### config.mk
export PLATFORM = sky130hd
export DESIGN_NAME = rx_symbol_framer
export DESIGN_NICKNAME = d
export VERILOG_FILES = /design/src/rtl/fr_pkg.sv /design/src/rtl/fr_delim_hunt.sv /design/src/rtl/fr_sym_decode.sv /design/src/rtl/fr_frame_ctrl.sv /design/src/rtl/rx_symbol_framer.sv
export SDC_FILE = /design/constraint.sdc
export NUM_CORES = 1
export LEC_CHECK = 0
export CAP_MARGIN = 20
export CORE_MARGIN = 2
export CORE_UTILIZATION = 57
export DETAILED_ROUTE_END_ITERATION = 8
export PLACE_DENSITY = 0.78
export SETUP_SLACK_MARGIN = 0.05
export SYNTH_ARGS = -nofsm -noshare
export SYNTH_HDL_FRONTEND = slang
export SYNTH_HIERARCHICAL = 1
export SYNTH_SLANG_ARGS = --single-unit
export TNS_END_PERCENT = 5
### constraint.sdc
create_clock -name clk -period 2.45 [get_ports clk]
set_input_delay 0.245 -clock clk [delete_from_list [all_inputs] [get_ports clk]]
set_output_delay 0.245 -clock clk [all_outputs]
set_load 0.02 [all_outputs]
### src/rtl/fr_pkg.sv
package fr_pkg;

    localparam int SYM_W = 5;
    localparam int NIB_W = 4;
    localparam int CNT_W = $clog2(SYM_W);

    localparam logic [SYM_W-1:0] SYM_J    = 5'b11000;
    localparam logic [SYM_W-1:0] SYM_K    = 5'b10001;
    localparam logic [SYM_W-1:0] SYM_T    = 5'b01101;
    localparam logic [SYM_W-1:0] SYM_R    = 5'b00111;
    localparam logic [NIB_W-1:0] NIB_PRE  = 4'b0101;

    typedef enum logic {
        ST_HUNT,
        ST_FRAME
    } fr_state_e;

    typedef struct packed {
        logic [NIB_W-1:0] nib;
        logic             bad;
        logic             is_t;
        logic             is_r;
    } sym_info_t;

    function automatic sym_info_t classify(input logic [SYM_W-1:0] s);
        sym_info_t r;
        r = '{nib: '0, bad: 1'b0, is_t: 1'b0, is_r: 1'b0};
        case (s)
            5'b11110: r.nib = 4'h0;
            5'b01001: r.nib = 4'h1;
            5'b10100: r.nib = 4'h2;
            5'b10101: r.nib = 4'h3;
            5'b01010: r.nib = 4'h4;
            5'b01011: r.nib = 4'h5;
            5'b01110: r.nib = 4'h6;
            5'b01111: r.nib = 4'h7;
            5'b10010: r.nib = 4'h8;
            5'b10011: r.nib = 4'h9;
            5'b10110: r.nib = 4'hA;
            5'b10111: r.nib = 4'hB;
            5'b11010: r.nib = 4'hC;
            5'b11011: r.nib = 4'hD;
            5'b11100: r.nib = 4'hE;
            5'b11101: r.nib = 4'hF;
            SYM_T: begin
                r.bad  = 1'b1;
                r.is_t = 1'b1;
            end
            SYM_R: begin
                r.bad  = 1'b1;
                r.is_r = 1'b1;
            end
            default: r.bad = 1'b1;
        endcase
        return r;
    endfunction

endpackage

### src/rtl/fr_delim_hunt.sv
module fr_delim_hunt
    import fr_pkg::*;
#(
    parameter int IDLE_BITS = 10
) (
    input  logic             clk,
    input  logic             rst,
    input  logic             flush,
    input  logic             bit_vld,
    input  logic             bit_in,
    output logic [SYM_W-1:0] cur_sym,
    output logic             jk_hit
);
    localparam int WIN = IDLE_BITS + 2 * SYM_W;
    localparam logic [WIN-1:0] PATTERN = {{IDLE_BITS{1'b1}}, SYM_J, SYM_K};

    logic [WIN-1:0] hist;
    logic [WIN-1:0] hist_nxt;

    assign hist_nxt = {hist[WIN-2:0], bit_in};
    assign cur_sym  = hist_nxt[SYM_W-1:0];
    assign jk_hit   = bit_vld && !flush && (hist_nxt == PATTERN);

    always_ff @(posedge clk) begin
        if (rst || flush) begin
            hist <= '0;
        end else if (bit_vld) begin
            hist <= hist_nxt;
        end
    end
endmodule

### src/rtl/fr_sym_decode.sv
module fr_sym_decode
    import fr_pkg::*;
(
    input  logic [SYM_W-1:0] sym,
    output sym_info_t        info
);
    assign info = classify(sym);
endmodule

### src/rtl/fr_frame_ctrl.sv
module fr_frame_ctrl
    import fr_pkg::*;
(
    input  logic             clk,
    input  logic             rst,
    input  logic             line_up,
    input  logic             bit_vld,
    input  logic             jk_hit,
    input  sym_info_t        info,
    output logic [NIB_W-1:0] rxd,
    output logic             rx_dv,
    output logic             rx_er,
    output logic             nib_stb
);
    localparam logic [CNT_W-1:0] LAST_BIT = CNT_W'(SYM_W - 1);

    fr_state_e        state;
    logic [CNT_W-1:0] bit_cnt;
    logic [NIB_W-1:0] pend_nib;
    logic             pend_bad;
    logic             pend_t;

    always_ff @(posedge clk) begin
        if (rst) begin
            state    <= ST_HUNT;
            bit_cnt  <= '0;
            pend_nib <= '0;
            pend_bad <= 1'b0;
            pend_t   <= 1'b0;
            rxd      <= '0;
            rx_dv    <= 1'b0;
            rx_er    <= 1'b0;
            nib_stb  <= 1'b0;
        end else begin
            nib_stb <= 1'b0;
            if (!line_up) begin
                state <= ST_HUNT;
                rx_dv <= 1'b0;
                rx_er <= 1'b0;
            end else begin
                case (state)
                    ST_HUNT: begin
                        if (jk_hit) begin
                            state    <= ST_FRAME;
                            bit_cnt  <= '0;
                            rxd      <= NIB_PRE;
                            rx_dv    <= 1'b1;
                            rx_er    <= 1'b0;
                            nib_stb  <= 1'b1;
                            pend_nib <= NIB_PRE;
                            pend_bad <= 1'b0;
                            pend_t   <= 1'b0;
                        end
                    end
                    ST_FRAME: begin
                        if (bit_vld) begin
                            if (bit_cnt == LAST_BIT) begin
                                bit_cnt <= '0;
                                if (pend_t && info.is_r) begin
                                    state <= ST_HUNT;
                                    rx_dv <= 1'b0;
                                    rx_er <= 1'b0;
                                end else begin
                                    rxd      <= pend_bad ? '0 : pend_nib;
                                    rx_er    <= pend_bad;
                                    nib_stb  <= 1'b1;
                                    pend_nib <= info.nib;
                                    pend_bad <= info.bad;
                                    pend_t   <= info.is_t;
                                end
                            end else begin
                                bit_cnt <= bit_cnt + 1'b1;
                            end
                        end
                    end
                    default: state <= ST_HUNT;
                endcase
            end
        end
    end
endmodule

### src/rtl/rx_symbol_framer.sv
module rx_symbol_framer
    import fr_pkg::*;
#(
    parameter int IDLE_BITS = 10
) (
    input  logic             clk,
    input  logic             rst,
    input  logic             bit_vld,
    input  logic             bit_in,
    input  logic             link_ok,
    input  logic             sig_det,
    output logic [NIB_W-1:0] rxd,
    output logic             rx_dv,
    output logic             rx_er,
    output logic             nib_stb
);
    logic             line_up;
    logic [SYM_W-1:0] cur_sym;
    logic             jk_hit;
    sym_info_t        info;

    assign line_up = link_ok && sig_det;

    fr_delim_hunt #(.IDLE_BITS(IDLE_BITS)) u_hunt (
        .clk     (clk),
        .rst     (rst),
        .flush   (!line_up),
        .bit_vld (bit_vld),
        .bit_in  (bit_in),
        .cur_sym (cur_sym),
        .jk_hit  (jk_hit)
    );

    fr_sym_decode u_dec (
        .sym  (cur_sym),
        .info (info)
    );

    fr_frame_ctrl u_ctrl (
        .clk     (clk),
        .rst     (rst),
        .line_up (line_up),
        .bit_vld (bit_vld),
        .jk_hit  (jk_hit),
        .info    (info),
        .rxd     (rxd),
        .rx_dv   (rx_dv),
        .rx_er   (rx_er),
        .nib_stb (nib_stb)
    );
endmodule

==> run_results.csv <==
group,metric,value,unit
floorplan,start_util,60.7,%
synthesis,seq_area_frac_synth,42.4,%
critical_path,worstReg2RegEnd,"u_ctrl/pend_nib[3]$_SDFFE_PP0P_",
clocking,cts.sinks,36,
power_and_ir_drop,power.density,501,nW/µm²
critical_path,ff2ff_path_depth,7,
timing,timing_hold_violations_final,0,
clocking,root_buffer,"clkbuf_4",
critical_path,ff2ff_setup_slack,0.40,ns
hold_path,hold_path.class,"flip-flop to flip-flop",
cells_and_area,drive_gt1_share,10.3,%
detailed_routing,wire_per_inst,13.7,µm
cells_and_area,synthToLayoutAreaGrowth,9.12,%
synthesis,ys.flop_type,"dfxtp_1",
global_route,grt_max_degree,24,
synthesis,yosysTopAreaCell,"dfxtp_1",
global_route,antenna_found_initial,0,
floorplan,num_rows,19,
clocking,ctsHtreeMaxLevel,2,
synthesis,synth_area,1700,µm²
timing,fin_tns_setup,0,ns
synthesis,ys_ff_latch,36,
detailed_routing,finalWirelength,3.21,mm
power_and_ir_drop,power.switching,0.218,mW
floorplan,die_y,58.6,µm
critical_path,cp_max_fo,10,
synthesis,async_reset_ff_share,0,%
placement,hpwl,2.22,mm
floorplan,io_pins,13,
synthesis,synth_edf_count,0,
power_and_ir_drop,power_leakage,0.629,nW
job,max_cap_viol_count,0,
outcome,violations,"design-rule violations",
clocking,path_clk_slew,0.11,ns
hold_path,min_to,"u_ctrl/rx_dv$_SDFFE_PP0P_",
synthesis,ys_types,41,
placement,portBuffers,12,
placement,routabilityCongestion,0.829,
floorplan,die_x,58.6,µm
timing,drv_slew,0,
timing,min_period_over_period,83.6,%
global_route,grt.overflow.total,0,
floorplan,core_area,2810,µm²
timing,tightest_slew,0.608,ns
power_and_ir_drop,p_total,0.929,mW
detailed_routing,drc,3,
hold_path,hp-start,"u_ctrl/rx_dv$_SDFFE_PP0P_",
timing,setup_viol,0,
synthesis,yosysMostFrequentCell,"dfxtp_1",
clocking,cts_tree,"yes",
cells_and_area,fin_nets,211,
global_route,grt_usage,21.4,%
floorplan,die-area,3440,µm²
detailed_routing,dr.pass1.iters,6,
timing,period_needed,2.05,ns
timing,maxSlewHeadroom,59.5,%
clocking,cts_hold_buf,0,
synthesis,syn_inst,192,
global_route,grt_pass1_vias,1315,
synthesis,syn_area_per_cell,8.86,µm²
critical_path,start_kind,"flip-flop",
timing,fmax,0.488,GHz
timing,rsz0062_at_grt,"no",
synthesis,yosys.area.top_type_share,42.4,%
synthesis,syn-num-nets,200,
synthesis,netlist_top_cells_count,"dfxtp_1, nor2_1, mux2i_1",
timing,skew,0.0133,ns
synthesis,yosys_warnings,6,
detailed_routing,vias,1334,
outcome,outcome,"finished, violations left",
clocking,numCtsBuffers,5,
critical_path,crit_type,"flip-flop to flip-flop",
clocking,post_cts_buffers,0,
clocking,insertion_delay,0.35,ns
critical_path,end_kind,"flip-flop",
power_and_ir_drop,p_int,0.712,mW
global_route,grt_first_pass_wirelength,5.62,mm
detailed_routing,viasPerCell,5.70,
critical_path,critical_path_required,2.70,ns
power_and_ir_drop,p_seq_share,63.1,%
power_and_ir_drop,p_sw_share,23.4,%
power_and_ir_drop,combPwrFrac,4.9,%
cells_and_area,antenna-diode-count,0,
clocking,post_cts_resized,0,
detailed_routing,drt-initial-drc-count,50,
timing,hold_slack,0.454,ns
detailed_routing,antenna_left,0,
synthesis,yosys-top-cells-area,"dfxtp_1, mux2i_1, nor2_1",
hold_path,hold_path_depth,2,
power_and_ir_drop,ir_drop,0.358,mV
clocking,cts_buffer_depth,2,
critical_path,cp_data_arrival_time,2.30,ns
power_and_ir_drop,clock_power_share,32.1,%
critical_path,r2r_start,"u_hunt/hist[1]$_SDFFE_PP0P_",
==> cells in the final DEF (no fill, tap or decap), types with 3 or more instances in the layout <==
cell type / n
a21oi_1: 15
and2_1: 3
buf_4: 4
clkbuf_4: 5
clkdlybuf4s50_1: 12
dfxtp_1: 36
inv_1: 8
mux2i_1: 18
nand2_1: 15
nand2b_1: 6
nand4_1: 6
nor2_1: 25
nor2b_1: 3
nor3_1: 3
o21a_1: 4
o21ai_0: 9
==> critical path: stages, from the launching register on <==
cell and delay (ns):
dfxtp_1 0.42, nor4b_2 0.30, nand4_1 0.15, nor4_2 0.32, nand2b_1 0.15, a21bo_1 0.31, o21ai_0 0.22, a21oi_1 0.09
==> cells by family after synthesis <==
| kind of cell | Yosys count | share of synthesized area [%] |
|---|---|---|
| adders and majority gates | 2 | 1.47 |
| buffers and inverters | 20 | 6.47 |
| DFF | 36 | 42.4 |
| muxes | 18 | 10.6 |
| xor gates and xnor gates | 3 | 1.54 |
| AOI/OAI and AO/OA | 39 | 14.7 |
| and+or+nand+nor | 74 | 22.9 |
==> registers in the layout, summed over array words and instances (netlist names) <==
signal and flops:
u_hunt/hist 19, u_ctrl/bit_cnt 3, u_ctrl/pend_t 1, u_ctrl/rx_er 1, u_ctrl/state 1, u_ctrl/pend_nib 4, u_ctrl/pend_bad 1, u_ctrl/rxd 4
u_ctrl/nib_stb 1, u_ctrl/rx_dv 1
==> per-stage QoR <==
stage | setup WS (ns) | cell area, µm² | utilization, % | cells
2_1_floorplan | 0.674 | 1700 | - | 192
3_3_place_gp | 0.110 | 1810 | 64.5 | 227
3_5_place_dp | 0.0755 | 1810 | 64.5 | 227
4_1_cts | 0.370 | 1860 | 66.2 | 234
5_1_grt | 0.273 | 1860 | 66.2 | 234
6_report | 0.401 | 1860 | 66.2 | 234
==> layer usage <==
layer / global-route usage (%) / up-vias / part of all wire, %
met1: 27.7 / 621 / 48
met4: 10.7 / 0 / 2.3
li1: - / 683 / -
met2: 33.9 / 23 / 46
met5: 0 / - / 0
met3: 4.62 / 7 / 3.8
==> power by group through the flow <==
stage	logic, mW	registers [mW]	clock network [mW]
floorplan	0.0306	0.599	0
global placement	0.0441	0.600	0
detailed placement	0.0450	0.600	0
CTS	0.0454	0.586	0.307
global route	0.0491	0.587	0.329
finish	0.0451	0.586	0.298
==> cell type report <==
| cell class | instances | area, µm² |
|---|---|---|
| Clock inverter | 1 | 5.00 |
| Fill cell | 242 | 948 |
| Timing Repair Buffer | 16 | 150 |
| Clock buffer | 6 | 41.3 |
| Sequential cell | 36 | 721 |
| Inverter | 8 | 30.0 |
| Multi-Input combinational cell | 136 | 871 |
| Tap cell | 31 | 38.8 |
==> how the worst max path moves through the flow <==
stage / startpoint / endpoint / slack [ns]
global placement: link_ok / u_ctrl/pend_bad$_SDFFE_PP0P_ / 0.11
floorplan: u_hunt/hist[1]$_SDFFE_PP0P_ / u_ctrl/pend_bad$_SDFFE_PP0P_ / 0.67
detailed placement: sig_det / u_ctrl/pend_nib[3]$_SDFFE_PP0P_ / 0.08
finish: u_hunt/hist[1]$_SDFFE_PP0P_ / u_ctrl/pend_nib[3]$_SDFFE_PP0P_ / 0.40
global route: u_hunt/hist[1]$_SDFFE_PP0P_ / u_ctrl/rxd[3]$_SDFFE_PP0P_ / 0.27
CTS: u_hunt/hist[1]$_SDFFE_PP0P_ / u_ctrl/pend_nib[3]$_SDFFE_PP0P_ / 0.37
(Power assumes the default switching activity.)
